===== src/rtl/bank_sizer.sv =====
module bank_sizer #(
  parameter int NBANK   = 8,
  parameter int AW      = 32,
  parameter int DW      = 64,
  parameter int SLOT_SH = 27,
  parameter int STEP_SH = 20,
  parameter int WIN_MB  = 64,
  parameter logic [DW-1:0] SIG = 64'h5A17_C0DE_9E3B_44F1
) (
  input  logic                         clk,
  input  logic                         rst_n,
  input  logic                         start,
  output logic                         cfg_we,
  output logic [$clog2(NBANK)-1:0]     cfg_idx,
  output logic [AW-1:0]                cfg_base,
  output logic                         mem_req,
  output logic                         mem_we,
  output logic [AW-1:0]                mem_addr,
  output logic [DW-1:0]                mem_wdata,
  input  logic                         mem_ready,
  input  logic                         mem_rvalid,
  input  logic [DW-1:0]                mem_rdata,
  output logic                         res_we,
  output logic [$clog2(NBANK)-1:0]     res_idx,
  output logic [AW-1:0]                res_base,
  output logic [$clog2(WIN_MB+1)-1:0]  res_size,
  output logic                         res_fallback,
  output logic                         done
);
  localparam int IW  = $clog2(NBANK);
  localparam int KW  = $clog2(WIN_MB);
  localparam int SZW = $clog2(WIN_MB+1);

  typedef enum logic [2:0] {S_IDLE, S_CFG, S_WR, S_RD, S_WAIT, S_REC, S_DONE} st_t;
  st_t st;

  logic [IW-1:0]  bank, cfg_cnt;
  logic [KW-1:0]  k;
  logic [SZW-1:0] size_q;
  logic           fb_q;
  logic [AW-1:0]  acc;

  wire [AW-1:0] bank_base = AW'(bank) << SLOT_SH;
  wire [AW-1:0] win_top   = bank_base + (AW'(WIN_MB) << STEP_SH) - AW'(8);
  wire [AW-1:0] rd_addr   = bank_base + ((AW'(k) + AW'(1)) << STEP_SH) - AW'(8);

  assign cfg_we       = (st == S_CFG);
  assign cfg_idx      = cfg_cnt;
  assign cfg_base     = AW'(cfg_cnt) << SLOT_SH;
  assign mem_req      = (st == S_WR) || (st == S_RD);
  assign mem_we       = (st == S_WR);
  assign mem_addr     = mem_we ? win_top : rd_addr;
  assign mem_wdata    = SIG;
  assign res_we       = (st == S_REC);
  assign res_idx      = bank;
  assign res_base     = acc;
  assign res_size     = size_q;
  assign res_fallback = fb_q;
  assign done         = (st == S_DONE);

  always_ff @(posedge clk or negedge rst_n) begin
    if (!rst_n) begin
      st      <= S_IDLE;
      bank    <= '0;
      cfg_cnt <= '0;
      k       <= '0;
      size_q  <= '0;
      fb_q    <= 1'b0;
      acc     <= '0;
    end else begin
      unique case (st)
        S_IDLE: if (start) begin
          cfg_cnt <= IW'(NBANK-1);
          st      <= S_CFG;
        end
        S_CFG: if (cfg_cnt == '0) begin
          bank <= '0;
          acc  <= '0;
          st   <= S_WR;
        end else begin
          cfg_cnt <= cfg_cnt - 1'b1;
        end
        S_WR: if (mem_ready) begin
          k  <= '0;
          st <= S_RD;
        end
        S_RD: if (mem_ready) st <= S_WAIT;
        S_WAIT: if (mem_rvalid) begin
          if (mem_rdata == SIG) begin
            size_q <= SZW'(k) + SZW'(1);
            fb_q   <= 1'b0;
            st     <= S_REC;
          end else if (k == KW'(WIN_MB-1)) begin
            size_q <= '0;
            fb_q   <= 1'b1;
            st     <= S_REC;
          end else begin
            k  <= k + 1'b1;
            st <= S_RD;
          end
        end
        S_REC: begin
          acc <= acc + (AW'(size_q) << STEP_SH);
          if (bank == IW'(NBANK-1)) st <= S_DONE;
          else begin
            bank <= bank + 1'b1;
            st   <= S_WR;
          end
        end
        S_DONE: st <= S_IDLE;
        default: st <= S_IDLE;
      endcase
    end
  end

  a_r8_hold_until_ready: assert property (@(posedge clk) disable iff (!rst_n)
    mem_req && !mem_ready |=> mem_req && $stable(mem_addr) && $stable(mem_we));

  a_r2_cfg_before_mem: assert property (@(posedge clk) disable iff (!rst_n)
    cfg_we |-> !mem_req && !res_we);

  a_r9_done_pulse: assert property (@(posedge clk) disable iff (!rst_n)
    done |=> !done);

  a_r9_done_after_last: assert property (@(posedge clk) disable iff (!rst_n)
    $rose(done) |-> $past(res_we) && $past(res_idx) == IW'(NBANK-1));

  a_r6_fallback_zero: assert property (@(posedge clk) disable iff (!rst_n)
    res_we && res_fallback |-> res_size == '0);

  a_r5_size_cap: assert property (@(posedge clk) disable iff (!rst_n)
    res_we |-> res_size <= SZW'(WIN_MB));
endmodule


===== config.mk =====
export PLATFORM = sky130hd
export DESIGN_NAME = bank_sizer
export DESIGN_NICKNAME = d
export VERILOG_FILES = /design/src/rtl/bank_sizer.sv
export SDC_FILE = /design/constraint.sdc
export NUM_CORES = 1
export LEC_CHECK = 0
export BUFFER_PORTS_ARGS = -buffer_cell sky130_fd_sc_hd__buf_2
export CAP_MARGIN = 20
export CORE_UTILIZATION = 40
export CTS_CLUSTER_DIAMETER = 120
export DETAILED_ROUTE_END_ITERATION = 16
export PLACE_DENSITY_LB_ADDON = 0.1
export SLEW_MARGIN = 40
export SYNTH_ARGS = -nofsm -noshare
export SYNTH_HDL_FRONTEND = slang
export SYNTH_SLANG_ARGS = --single-unit

===== constraint.sdc =====
create_clock -name clk -period 3 [get_ports clk]
set_input_delay 0.45 -clock clk [delete_from_list [all_inputs] [get_ports clk]]
set_output_delay 0.45 -clock clk [all_outputs]
set_load 0.03 [all_outputs]

==> metrics.md <==
| Metric | Value |
|---|---|
| Max Root-Sink Buffers | `2` |
| Fmax | `350 MHz` |
| Post-synthesis cell count | `about 440` |
| CP Depth | `7` |
| Final RePlAce weighted congestion | `about 0.90` |
| Count of final setup violators | `0` |
| Crit path time final | `2.86 ns` |
| Gr usage total | `0.166` |
| Final Max Tran Viols | `0` |
| Post-synth EDFFs | `0` |
| FP Rows | `35` |
| Place WS | `between 0.3 and 0.4 ns` |
| Share of post-route cells with drive strength above 1 | `0.268` |
| Crit path kind | `reg2out` |
| Count leader, synth | `buf_4` |
| Worst path slowest cell | `dfrtp_1` |
| N_diodes | `0` |
| Max_slew headroom | `0.471` |
| Starting Density | `0.410` |
| Syn_area_per_cell | `8.60 sq um` |
| Seq/Total Area, Yosys | `0.232` |
| Fin. Hold Viols | `0` |
| CP Buf/Inv Count | `1` |
| Tot Pwr | `around 2.5 mW` |
| Worst path cell trace | `ha_2 -> xnor2_2 -> nand3_1 -> or3_1 -> or3_4 -> nor3_2 -> buf_2` |
| Detailed Routing Iterations Pass 1 | `4` |
| Final nets | `between 600 and 700` |
| FFs w/ async S/R, synth | `1.00` |
| Setup TNS | `0 ns` |
| Final wirelength | `roughly 8.5 mm` |
| Crit path required time | `2.55 ns` |
| Clock Skew | `0.0109 ns` |
| Crit path max-delay family | `simple AND/OR/NAND/NOR gates` |
| Clock-pin slew on the worst setup and hold paths | `0.08 ns` |
| Area grow syn2layout | `5.93%` |
| Top cell type's share of synthesized area | `0.274` |
| Overflow after GRT | `0` |
| RSZ-0062 raised after global routing | `false` |
| Die Ht | `99.1 um` |
| Vias in the first global route | `about 2,700` |
| CP arrival | `2.41 ns` |
| Placed inst area | `approximately 3900 sq um` |
| Hpwl dp | `7.06 mm` |
| Post-route ant nets | `0` |
| IO Count | `248` |
| Worst min-delay path category | `in2async` |
| Worst IR Drop VDD | `between 0.15 and 0.2 mV` |
| Cell area after synthesis | `3770 sq um` |
| Leak | `around 2.2 nW` |
| Clock buffer count from CTS | `5` |
| Initial DRC count | `103` |
| R2R cell count | `6` |
| Initial antenna violation count | `0` |
| Distinct cells, synth | `62` |
| Hold buffers post-CTS | `0` |
| Post-route core utilization | `0.435` |
| Core area | `9200 sq um` |
| Worst Max-Slew Pin Slew | `0.784 ns` |
| Clock root cell | `clkbuf_8` |
| Width of the die | `99.1 um` |
| Final hold slack | `0.115 ns` |
| Yosys reg bits | `35` |
| Vias post-DR | `3,054` |
| Post-Place Cells | `645` |
| Max Cap Viol | `0` |
| Largest net degree at the start of global routing | `36` |
| # H-tree levels | `2` |
| Synth warnings | `0` |
| Fin area | `4000 sq um` |
| Crit Path Max Fanout | `7` |
| Vias/cell | `4.68` |
| Final Cycle Share | `0.953` |
| Num Clock Sinks | `35` |
| Post-route setup slack | `0.142 ns` |
| Cell Count, Final, Fillers Out | `652` |
| PD cells | `637 nW/um^2` |
| First-pass GRT wire length | `12.9 mm` |
| Top_reg_cell synth | `dfrtp_1` |
| Area contributors post-synth | `buf_4 27%, dfrtp_1 23%, ha_1 4.3%` |
| Status | `complete, no violations` |
| Worst Setup Start Kind | `flop` |
| Worst path max stage delay | `0.44 ns` |
| Input/output buffers | `around 110` |
| CP endpoint kind | `primary output` |
| DR WL/cell | `13.0 um` |
| Post-synth top cells | `138 x buf_4, 35 x dfrtp_1, 25 x nand2_1` |
| Die area | `about 10000 sq um` |
| DRC Markers | `0` |
| CTS tree | `built` |
| Clk Latency, worst-skew pair | `0.29 ns` |
| Largest area contributor in the netlist | `buf_4` |
## cells in the final DEF, fill, tap and decap left out, types with 4 or more instances in the layout
cell type / instances
nand4_1: 10
o21a_1: 6
clkbuf_8: 6
nor4bb_1: 8
nor4b_1: 7
xnor2_1: 5
nor3_1: 7
dfrtp_1: 35
a22o_1: 7
inv_1: 16
nor2_1: 18
nor4_1: 4
buf_2: 113
nand2_1: 25
conb_1: 133
a21oi_1: 13
o21ai_0: 14
ha_1: 12
and4b_1: 11
o2bb2ai_1: 5
nand3_1: 13
mux2i_1: 9
xor2_1: 8
## final timing paths
path / endpoint / from / slack, ns
worst max-delay path: mem_addr[31] / k[1] / 0.14
worst min-delay path: k[4] / rst_n / 0.12
worst min register to register: res_base[31] / res_base[31] / 0.48
max in group asynchronous: cfg_idx[2] / rst_n / 2.55
worst max register to register: res_base[31] / res_size[1] / 0.82
min in group clk: res_base[31] / res_base[31] / 0.48
## sequential cells by signal, indices dropped and copies added, names as in the netlist
signal,flops
cfg_idx,3
st,3
res_idx,3
res_base,12
k,6
res_fallback,1
res_size,7
## cell families (layout without fill, tap and decap cells)
group	after synthesis	count (layout)	share of synthesized area
other cells	2	133	0.00199
flops	35	35	0.232
buf+inv	169	140	0.310
mux	11	11	0.0298
xor+xnor	15	15	0.0368
simple gates	129	129	0.223
fa+ha+maj	14	14	0.0484
compound gates	64	64	0.118
## what timing repair did
item	4_1_cts	5_1_grt
setup buffers	0	0
setup endpoints to repair	0	5
resized for setup	0	4
## metal layers
layer  up-vias  track usage  wire length [um]
li1       1473            -                 -
met5         -            0                 0
met2       136        0.303              4350
met1      1431        0.191              3410
met4         0       0.0690               221
met3        14       0.0309               512
## cell type report
class,count,area [sq um]
timing repair buffer,116,588
sequential,35,876
fill,959,5200
inverter,17,63.8
clock inverter,1,5.00
clock buffer,6,82.6
multi-input combinational,366,2240
tap,111,139
## report_power, final
part | internal [mW] | total, mW | switching (mW)
registers | 0.549 | 0.678 | 0.128
logic | 0.476 | 1.52 | 1.04
clock network | 0.180 | 0.354 | 0.173
total | 1.21 | 2.55 | 1.34
Power figures use the tool's default switching activity.
